==> src/rtl/cqr_pkg.sv <==
package cqr_pkg;

    localparam int WORD_W    = 32;
    localparam int QW_WORDS  = 4;
    localparam int TYPE_W    = 8;
    localparam int ROW_W     = 5;
    localparam int REG_W     = 6;
    localparam int BULK_MULT = 25;

    localparam logic [TYPE_W-1:0] PKT_FRAME = 8'h01;
    localparam logic [TYPE_W-1:0] PKT_CTRL  = 8'h02;
    localparam logic [REG_W-1:0]  REG_BULK  = 6'h02;
    localparam logic [ROW_W-1:0]  ROW_ALL   = 5'h1F;

    typedef logic [WORD_W-1:0]                word_t;
    typedef logic [QW_WORDS-1:0][WORD_W-1:0]  qword_t;

    typedef struct packed {
        logic [TYPE_W-1:0] ptype;
        logic [ROW_W-1:0]  row;
        logic [REG_W-1:0]  regad;
    } hdr_t;

    typedef enum logic [1:0] {
        ACT_NONE,
        ACT_BULK,
        ACT_LOAD,
        ACT_FRAME
    } act_e;

    function automatic hdr_t hdr_of(input word_t w);
        hdr_t h;
        h.ptype = w[31:24];
        h.row   = w[20:16];
        h.regad = w[13:8];
        return h;
    endfunction

    function automatic logic bad_bulk_len(input word_t v);
        return (v % word_t'(BULK_MULT)) != '0;
    endfunction

endpackage

==> src/rtl/cqr_gather.sv <==
module cqr_gather
    import cqr_pkg::*;
#(
    parameter int ADDR_W = 12
) (
    input  logic              clk,
    input  logic              rst,
    input  logic              wr_en,
    input  logic [ADDR_W-1:0] wr_addr,
    input  word_t             wr_data,
    output logic              done,
    output qword_t            qword
);
    localparam int HELD = QW_WORDS - 1;
    localparam int SLOT_W = $clog2(QW_WORDS);

    logic [SLOT_W-1:0] slot;
    word_t             held [HELD];
    logic              unused_addr;

    assign slot        = wr_addr[2 +: SLOT_W];
    assign unused_addr = ^{wr_addr[ADDR_W-1:2+SLOT_W], wr_addr[1:0]};
    assign done        = wr_en && (slot == SLOT_W'(HELD));

    for (genvar k = 0; k < HELD; k++) begin : g_slot
        always_ff @(posedge clk) begin
            if (rst || done) begin
                held[k] <= '0;
            end else if (wr_en && slot == SLOT_W'(k)) begin
                held[k] <= wr_data;
            end
        end
        assign qword[k] = held[k];
    end
    assign qword[HELD] = wr_data;

    AST_GATHER_CLEAR: assert property (@(posedge clk) disable iff (rst)
        done |=> (held[0] == '0 && held[1] == '0 && held[2] == '0));

endmodule

==> src/rtl/cqr_fanout.sv <==
module cqr_fanout
    import cqr_pkg::*;
#(
    parameter int NUM_ROWS = 15
) (
    input  logic [ROW_W-1:0]    row,
    output logic [NUM_ROWS-1:0] mask,
    output logic                bad
);
    logic bcast;

    assign bcast = (row == ROW_ALL);
    assign bad   = !bcast && (row >= ROW_W'(NUM_ROWS));

    for (genvar i = 0; i < NUM_ROWS; i++) begin : g_row
        assign mask[i] = bcast || (row == ROW_W'(i));
    end

endmodule

==> src/rtl/cqr_decode.sv <==
module cqr_decode
    import cqr_pkg::*;
#(
    parameter int NUM_ROWS = 15
) (
    input  logic                clk,
    input  logic                rst,
    input  logic                done,
    input  qword_t              qword,
    input  logic                decomp_en,
    output logic                fire,
    output logic [NUM_ROWS-1:0] mask,
    output logic [REG_W-1:0]    pkt_reg,
    output qword_t              pkt_data,
    output logic                set_bad_row,
    output logic                set_bad_len
);
    word_t            bulk_cnt;
    logic [ROW_W-1:0] bulk_row;
    hdr_t             hdr;
    act_e             act;
    logic [ROW_W-1:0] sel_row;
    logic [NUM_ROWS-1:0] row_mask;
    logic             row_bad;

    assign hdr     = hdr_of(qword[0]);
    assign sel_row = (bulk_cnt != '0) ? bulk_row : hdr.row;

    cqr_fanout #(.NUM_ROWS(NUM_ROWS)) u_fanout (
        .row  (sel_row),
        .mask (row_mask),
        .bad  (row_bad)
    );

    always_comb begin
        act = ACT_NONE;
        if (done && !decomp_en) begin
            if (bulk_cnt != '0) begin
                act = ACT_BULK;
            end else if (hdr.ptype == PKT_CTRL && hdr.regad == REG_BULK) begin
                act = ACT_LOAD;
            end else if (hdr.ptype == PKT_FRAME) begin
                act = ACT_FRAME;
            end
        end
    end

    always_comb begin
        fire        = (act == ACT_BULK) || (act == ACT_FRAME);
        mask        = fire ? row_mask : '0;
        set_bad_row = fire && row_bad;
        set_bad_len = (act == ACT_LOAD) && bad_bulk_len(qword[1]);
        if (act == ACT_BULK) begin
            pkt_reg  = REG_BULK;
            pkt_data = qword;
        end else begin
            pkt_reg     = hdr.regad;
            pkt_data[0] = qword[1];
            pkt_data[1] = qword[2];
            pkt_data[2] = qword[3];
            pkt_data[3] = '0;
        end
    end

    always_ff @(posedge clk) begin
        if (rst) begin
            bulk_cnt <= '0;
            bulk_row <= '0;
        end else begin
            case (act)
                ACT_BULK: bulk_cnt <= bulk_cnt - word_t'(1);
                ACT_LOAD: begin
                    bulk_cnt <= qword[1];
                    bulk_row <= hdr.row;
                end
                default: ;
            endcase
        end
    end

    AST_BULK_STEP: assert property (@(posedge clk) disable iff (rst)
        (done && !decomp_en && bulk_cnt != '0) |=> bulk_cnt == $past(bulk_cnt) - word_t'(1));

    AST_CNT_FROZEN: assert property (@(posedge clk) disable iff (rst)
        decomp_en |=> $stable(bulk_cnt));

endmodule

==> src/rtl/cfg_qword_router.sv <==
module cfg_qword_router
    import cqr_pkg::*;
#(
    parameter int ADDR_W   = 12,
    parameter int NUM_ROWS = 15
) (
    input  logic                          clk,
    input  logic                          rst,
    input  logic                          wr_en,
    input  logic [ADDR_W-1:0]             wr_addr,
    input  logic [WORD_W-1:0]             wr_data,
    input  logic                          decomp_en,
    input  logic                          err_clr,
    output logic [NUM_ROWS-1:0]           row_valid,
    output logic [REG_W-1:0]              pkt_reg,
    output logic [QW_WORDS*WORD_W-1:0]    pkt_data,
    output logic                          err_bulk_len,
    output logic                          err_bad_row
);
    logic                done;
    qword_t              qword;
    logic                fire;
    logic [NUM_ROWS-1:0] mask;
    logic [REG_W-1:0]    d_reg;
    qword_t              d_data;
    logic                set_bad_row;
    logic                set_bad_len;

    cqr_gather #(.ADDR_W(ADDR_W)) u_gather (
        .clk     (clk),
        .rst     (rst),
        .wr_en   (wr_en),
        .wr_addr (wr_addr),
        .wr_data (wr_data),
        .done    (done),
        .qword   (qword)
    );

    cqr_decode #(.NUM_ROWS(NUM_ROWS)) u_decode (
        .clk         (clk),
        .rst         (rst),
        .done        (done),
        .qword       (qword),
        .decomp_en   (decomp_en),
        .fire        (fire),
        .mask        (mask),
        .pkt_reg     (d_reg),
        .pkt_data    (d_data),
        .set_bad_row (set_bad_row),
        .set_bad_len (set_bad_len)
    );

    always_ff @(posedge clk) begin
        if (rst) begin
            row_valid    <= '0;
            pkt_reg      <= '0;
            pkt_data     <= '0;
            err_bulk_len <= 1'b0;
            err_bad_row  <= 1'b0;
        end else begin
            row_valid <= mask;
            if (fire) begin
                pkt_reg  <= d_reg;
                pkt_data <= d_data;
            end
            if (set_bad_len)  err_bulk_len <= 1'b1;
            else if (err_clr) err_bulk_len <= 1'b0;
            if (set_bad_row)  err_bad_row  <= 1'b1;
            else if (err_clr) err_bad_row  <= 1'b0;
        end
    end

    AST_ROUTE_SHAPE: assert property (@(posedge clk) disable iff (rst)
        ($countones(row_valid) <= 1) || (&row_valid));

    AST_ONE_CYCLE: assert property (@(posedge clk) disable iff (rst)
        (|row_valid) |-> $past(wr_en && wr_addr[3:2] == 2'd3));

    AST_DECOMP_DROP: assert property (@(posedge clk) disable iff (rst)
        $past(decomp_en) |-> (row_valid == '0));

    AST_ERR_HOLD: assert property (@(posedge clk) disable iff (rst)
        ($past(err_bad_row) && !$past(err_clr)) |-> err_bad_row);

endmodule

==> config.mk <==
export PLATFORM = sky130hd
export DESIGN_NAME = cfg_qword_router
export DESIGN_NICKNAME = d
export VERILOG_FILES = /design/src/rtl/cqr_pkg.sv /design/src/rtl/cqr_gather.sv /design/src/rtl/cqr_fanout.sv /design/src/rtl/cqr_decode.sv /design/src/rtl/cfg_qword_router.sv
export SDC_FILE = /design/constraint.sdc
export NUM_CORES = 1
export LEC_CHECK = 0
export ABC_CLOCK_PERIOD_IN_PS = 49200
export CAP_MARGIN = 20
export CORE_ASPECT_RATIO = 1.75
export CORE_MARGIN = 2
export CORE_UTILIZATION = 35
export CTS_BUF_LIST = sky130_fd_sc_hd__clkbuf_4 sky130_fd_sc_hd__clkbuf_8
export DETAILED_ROUTE_END_ITERATION = 8
export PLACE_DENSITY_LB_ADDON = 0.15
export RECOVER_POWER = 100
export REMOVE_ABC_BUFFERS = 1
export SETUP_SLACK_MARGIN = 0.5
export SLEW_MARGIN = 15
export SYNTH_ARGS = -nofsm -noshare
export SYNTH_HDL_FRONTEND = slang
export SYNTH_SLANG_ARGS = --single-unit
==> constraint.sdc <==
create_clock -name clk -period 49.2 [get_ports clk]
set_clock_uncertainty 0.1 [all_clocks]
set_input_delay 9.84 -clock clk [delete_from_list [all_inputs] [get_ports clk]]
set_output_delay 9.84 -clock clk [all_outputs]
set_load 0.005 [all_outputs]
==> metrics.md, run 1 <==
| Metric | Value |
|---|---|
| Reg clk slew, reported paths | 60 ps |
| Setup violations, final | 0 |
| R2R setup slack | 23770 ps |
| CTS tree | built |
| Layout Utilization | 41.2% |
| Clock root buffer | clkbuf_8 |
| Largest cells by area after synthesis | dfxtp_1, edfxtp_1, mux2i_1 |
| Placed Area | 21400 um^2 |
| Largest regs | pkt_data: 128 flops, u_gather.held: 96 flops, u_decode.bulk_cnt: 32 flops |
| Worst hold path class | register to register |
| CP Depth | 73 |
| Post-route setup TNS | 0 ps |
| Vias in the first global route | 17800 |
| Yosys warns | 0 |
| Share of layout cells above drive strength 1 | 8.44% |
| Worst reg2reg path depth | 73 |
| Largest Register | pkt_data |
| Async SR Flop Fraction | 0% |
| Status | finished with violations |
| Design area | 22300 um^2 |
| Critical Path Slowest Stage Cell | a21boi_0 |
| # Post-CTS Setup Buffers | 0 |
| Die W | 180 um |
| Routed Antenna Nets | 0 |
| EDFF count, synth | 96 |
| CP max FO | 26 |
| Part of the cycle the worst path needs | 51.7% |
| Delay-heaviest family, CP | compound AO/OA/AOI/OAI gates |
| Critical path startpoint category | register |
| Crit path from | u_gather.held[1][27]$_SDFFCE_PN0P_ |
| Bufs and invs on worst path | 1 |
| Post-synth cell types | 127 |
| Achievable Freq | 39.3 MHz |
| IO Count | 200 |
| Final #Nets | 2394 |
| Hold-fix buffers, CTS | 0 |
| Slew Limit Headroom | -178% |
| Mapped cell area | 19100 um^2 |
| Final Hold Fails | 0 |
| Hpwl dp | 44700 um |
| Clock sinks | 284 |
| Core ar. | 54000 um^2 |
| Max Cap Violations | 12 |
| Vias per Instance | 5.81 |
| Routed wire per std cell | 20.5 um |
| Worst path max stage delay | 1070 ps |
| Starting Density | 35.3% |
| Die Y | 313 um |
| Failing checks | capacitance limit, slew limit |
| Longest Clk Path Bufs | 3 |
| Syn_area_per_cell | 8.52 um^2 |
| Unrepaired setup endpoints after global routing | no |
| Grt ovf | 0 |
| Drt first pass iters | 5 |
| Slew @ Worst Pin | 4150 ps |
| Crit path required time | 49430 ps |
| # port buffers | 189 |
| DRC Markers | 0 |
| Post-Synthesis Cells | 2239 |
| Critical path's most frequent cell | a211oi_1 |
| Full die area | 56500 um^2 |
| Max reg flops | 128 |
| Synth cell count leaders | nor2_1, dfxtp_1, a21oi_1 |
| Vias post-DR | 17800 |
| RePlAce Congestion | 0.898 |
| Number of buffers created by CTS | 45 |
| Critical path endpoint | err_bulk_len$_SDFFE_PP0P_ |
| Largest net degree at the start of global routing | 118 |
| Synth top area share | 19.7% |
| Critical path arrival | 25660 ps |
| Slew Limit Fails | 594 |
| Iter 0 DRT Violations | 946 |
| Top FF cell, synth | dfxtp_1 |
| R2R Path End | err_bulk_len$_SDFFE_PP0P_ |
| Routed WL | 62700 um |
| CP Capture Type | register |
| Critical path type | register to register |
| H-Tree Depth | 2 |
| Count leader, synth | nor2_1 |
| Post-synthesis register bit count | 284 |
| Period minus WS final | 25430 ps |
| Initial antenna violation count | 1 |
| Skew-Pair Late Insertion Delay | 620 ps |
| Row cnt | 113 |
| Register area share after synthesis | 34.8% |
| Fill cell count | 5466 |
| Post-CTS Resized | 0 |
| R2R Path Start | u_gather.held[1][27]$_SDFFCE_PN0P_ |
| Post-synth top area cell | dfxtp_1 |
| First-pass GRT wire length | 97700 um |
| Area grow syn2layout | 16.7% |
| Hold WS | 355 ps |
| Total track usage | 21.4% |
==> routing by layer <==
layer | vias up | share of wire, % | global-route usage, %
met5 | - | 0 | 0
met4 | 0 | 5.1 | 10.6
met3 | 139 | 3.2 | 2.16
met2 | 448 | 55 | 42.8
met1 | 8580 | 36 | 21.5
li1 | 8625 | - | -
==> worst reg2reg max path: cells and delay by family, from the launching register on <==
family / cells / cell delay (ps)
adders and majority gates: 3 / 870
xor gates and xnor gates: 5 / 2010
buffers and inverters: 1 / 130
DFF: 1 / 740
muxes: 4 / 1470
and+or+nand+nor: 16 / 5180
AOI/OAI and AO/OA: 44 / 14680
==> kinds of logic (layout without fill, tap and decap cells) <==
group / count (synthesis) / in the layout / share of synthesized area, %
AOI/OAI and AO/OA: 731 / 731 / 28.2
other: 0 / 1 / 0
DFF: 284 / 284 / 34.8
xor gates and xnor gates: 53 / 53 / 2.73
and+or+nand+nor: 806 / 806 / 21.3
adders and majority gates: 15 / 15 / 0.899
buffers and inverters: 209 / 341 / 4.47
muxes: 141 / 141 / 7.52
==> area by class of cell <==
type	instances	area, um^2	share of cell area, %
inverter	46	174	0.781
clock buffer	61	771	3.46
tap	690	863	3.88
timing repair buffer	214	2050	9.22
multi-input combinational	1746	11600	52.2
sequential	284	6650	29.8
clock inverter	20	131	0.590
antenna	1	2.50	0.0112
==> through the flow <==
stage,worst slack [ps],instances
final,23770,3062
after global routing,21500,3062
after CTS,24590,3060
after detailed placement,24730,2979
after global placement,24920,2979
after floorplan,29740,2076
==> how the worst min path moves through the flow <==
stage | depth (start not counted) | start | endpoint | slack (ps)
2_1_floorplan | 2 | u_decode.bulk_cnt[10]$_SDFFE_PP0P_ | u_decode.bulk_cnt[10]$_SDFFE_PP0P_ | 340
3_3_place_gp | 2 | pkt_reg[5]$_SDFFE_PP0P_ | pkt_reg[5]$_SDFFE_PP0P_ | 340
3_5_place_dp | 2 | pkt_reg[4]$_SDFFE_PP0P_ | pkt_reg[4]$_SDFFE_PP0P_ | 350
4_1_cts | 2 | pkt_reg[0]$_SDFFE_PP0P_ | pkt_reg[0]$_SDFFE_PP0P_ | 360
5_1_grt | 2 | pkt_reg[0]$_SDFFE_PP0P_ | pkt_reg[0]$_SDFFE_PP0P_ | 360
6_report | 2 | pkt_reg[0]$_SDFFE_PP0P_ | pkt_reg[0]$_SDFFE_PP0P_ | 350
==> cell usage in the layout, fill, tap and decap left out, types with 19 or more instances in the layout <==
cell             synthesis  layout
and2_0                   0      53
inv_1                   36      35
nor4_1                  26      26
o21ai_1                 25      25
or2_2                   24      23
a21o_1                  19      19
nor3_1                  66      66
dfxtp_1                188     188
o21ai_0                 92      92
clkbuf_8                 0      50
xnor2_1                 40      40
a21oi_1                157     157
a211oi_1               116     116
and2_1                 107      54
a22o_1                  36      36
nand2_1                125     125
dlygate4sd3_1            0     152
nor2_1                 263     262
mux2i_1                125     125
clkdlybuf4s50_1          0      36
o21a_1                  20      20
nand2b_1                19      19
edfxtp_1                96      96
or3_1                   29      29
nand3_1                 47      47
Power of run 1 is not shown: default switching activity piles up to over one toggle a cycle in this logic, so the estimate is an artifact.
==> inputs of run 2 (changes only) <==
--- a/config.mk
+++ b/config.mk
@@ -5,7 +5,7 @@
 export SDC_FILE = /design/constraint.sdc
 export NUM_CORES = 1
 export LEC_CHECK = 0
-export ABC_CLOCK_PERIOD_IN_PS = 49200
+export ABC_CLOCK_PERIOD_IN_PS = 22500
 export CAP_MARGIN = 20
 export CORE_ASPECT_RATIO = 1.75
 export CORE_MARGIN = 2
==> constraint.sdc (replaced) <==
create_clock -name clk -period 22.5 [get_ports clk]
set_clock_uncertainty 0.1 [all_clocks]
set_input_delay 4.5 -clock clk [delete_from_list [all_inputs] [get_ports clk]]
set_output_delay 4.5 -clock clk [all_outputs]
set_load 0.005 [all_outputs]
==> run 2 against run 1 <==
Worst setup slack got worse by 22000 ps; largest cell class unchanged; core utilization increased by 2.4 points; highest routed layer unchanged; flip-flop and latch count unchanged; the run still ends with capacitance limit, slew limit left.
==> metrics.md, run 2 (synthesized netlist as in run 1, its figures left out) <==
| Metric | Value |
|---|---|
| CP Capture Type | register |
| Critical Path Slowest Stage Cell | a221oi_4 |
| Routed WL | 64600 um |
| DRC Markers | 0 |
| Final Instance Count excl. Fillers | 3202 |
| Period minus WS final | 20760 ps |
| Most frequent cells in the layout | nor2_1, dfxtp_1, a21oi_1, dlygate4sd3_1, buf_4 |
| Unrepaired setup endpoints after global routing | no |
| Share of layout cells above drive strength 1 | 14.2% |
| R2R Path End | err_bulk_len$_SDFFE_PP0P_ |
| CTS tree | built |
| Post-route setup TNS | 0 ps |
| Status | finished with violations |
| H-Tree Depth | 2 |
| Critical path arrival | 21020 ps |
| WHS Endpoint | pkt_reg[0]$_SDFFE_PP0P_ |
| Number of buffers created by CTS | 47 |
| Part of the cycle the worst path needs | 92.3% |
| Drt first pass iters | 5 |
| Worst path max stage delay | 520 ps |
| Achievable Freq | 48.2 MHz |
| CP max FO | 19 |
| Worst hold path stage count | 2 |
| Largest net degree at the start of global routing | 113 |
| Die W | 180 um |
| Bufs and invs on worst path | 6 |
| Worst reg2reg path depth | 79 |
| Area grow syn2layout | 23.5% |
| Routed Antenna Nets | 0 |
| RePlAce Congestion | 0.891 |
| Core ar. | 54000 um^2 |
| Routed wire per std cell | 20.2 um |
| Setup violations, final | 0 |
| CP Depth | 79 |
| Crit path required time | 22760 ps |
| R2R setup slack | 1740 ps |
| Delay-heaviest family, CP | compound AO/OA/AOI/OAI gates |
| Slew Limit Headroom | -196% |
| Max Cap Violations | 12 |
| Starting Density | 35.3% |
| Commonest non-fill, non-tap cell in the layout | nor2_1 |
| First-pass GRT wire length | 99200 um |
| Critical path startpoint category | register |
| Max reg flops | 128 |
| Clock sinks | 284 |
| Skew-Pair Late Insertion Delay | 620 ps |
| IO Count | 200 |
| Critical path type | register to register |
| Final Hold Fails | 0 |
| Hpwl dp | 46600 um |
| Die Y | 313 um |
| # port buffers | 189 |
| Row cnt | 113 |
| Reg clk slew, reported paths | 60 ps |
| HP Start | pkt_reg[0]$_SDFFE_PP0P_ |
| Iter 0 DRT Violations | 926 |
| Vias in the first global route | 18200 |
| Full die area | 56500 um^2 |
| Total track usage | 21.7% |
| Vias per Instance | 5.72 |
| Largest Register | pkt_data |
| Final #Nets | 2529 |
| Vias post-DR | 18300 |
| Slew Limit Fails | 567 |
| Initial antenna violation count | 1 |
| Longest Clk Path Bufs | 3 |
| Failing checks | capacitance limit, slew limit |
| Grt ovf | 0 |
| Placed Cells | 3099 |
| Slew @ Worst Pin | 4440 ps |
| Clock root buffer | clkbuf_8 |
| Worst hold path class | register to register |
| Largest regs | pkt_data: 128 flops, u_gather.held: 96 flops, u_decode.bulk_cnt: 32 flops |
| R2R Path Start | u_gather.held[1][27]$_SDFFCE_PN0P_ |
## run 2: how the worst max path moves through the flow
stage | startpoint | to | slack [ps]
CTS | u_gather.held[1][31]$_SDFFCE_PN0P_ | err_bulk_len$_SDFFE_PP0P_ | 1170
finish | u_gather.held[1][27]$_SDFFCE_PN0P_ | err_bulk_len$_SDFFE_PP0P_ | 1740
global placement | u_gather.held[1][31]$_SDFFCE_PN0P_ | err_bulk_len$_SDFFE_PP0P_ | 1480
global route | u_gather.held[1][27]$_SDFFCE_PN0P_ | err_bulk_len$_SDFFE_PP0P_ | 370
detailed placement | u_gather.held[1][31]$_SDFFCE_PN0P_ | err_bulk_len$_SDFFE_PP0P_ | 1220
floorplan | u_gather.held[1][30]$_SDFFCE_PN0P_ | err_bulk_len$_SDFFE_PP0P_ | 3040
## run 2: per-stage QoR
step	worst slack (ps)	util [%]	instance area (um^2)	hold slack [ps]
4_1_cts	1170	43.3	23400	353
3_5_place_dp	1220	41.3	22300	344
6_report	1740	43.6	23600	349
2_1_floorplan	3040	-	18400	338
5_1_grt	367	43.6	23600	363
3_3_place_gp	1480	41.3	22300	341
## run 2: worst min-delay path: stages (launching register included)
cell	delay, ps
dfxtp_1	310
nand2_1	50
a21oi_1	50
## run 2: cell type report
class | instances | area [um^2]
fill | 5425 | 30400
multi-input combinational | 1746 | 11700
sequential | 284 | 6650
timing repair buffer | 347 | 3090
tap | 690 | 863
clock buffer | 68 | 848
clock inverter | 20 | 216
inverter | 46 | 174
antenna | 1 | 2.50
## run 2: what timing repair did
| item | in CTS | in global routing |
|---|---|---|
| endpoints found under the setup margin | 0 | 1 |
| hold buffers | 0 | 0 |
| gates resized for setup | 0 | 16 |
| setup buffers | 0 | 12 |
## run 2: routing by layer
layer	routed length (um)	global-route usage, %	vias up
met5	0	0	-
met4	2900	9.95	0
met3	1780	2.30	139
met2	36800	44.8	392
met1	23100	21.1	8883
li1	-	-	8914
Power of run 2 is left out for the same reason.
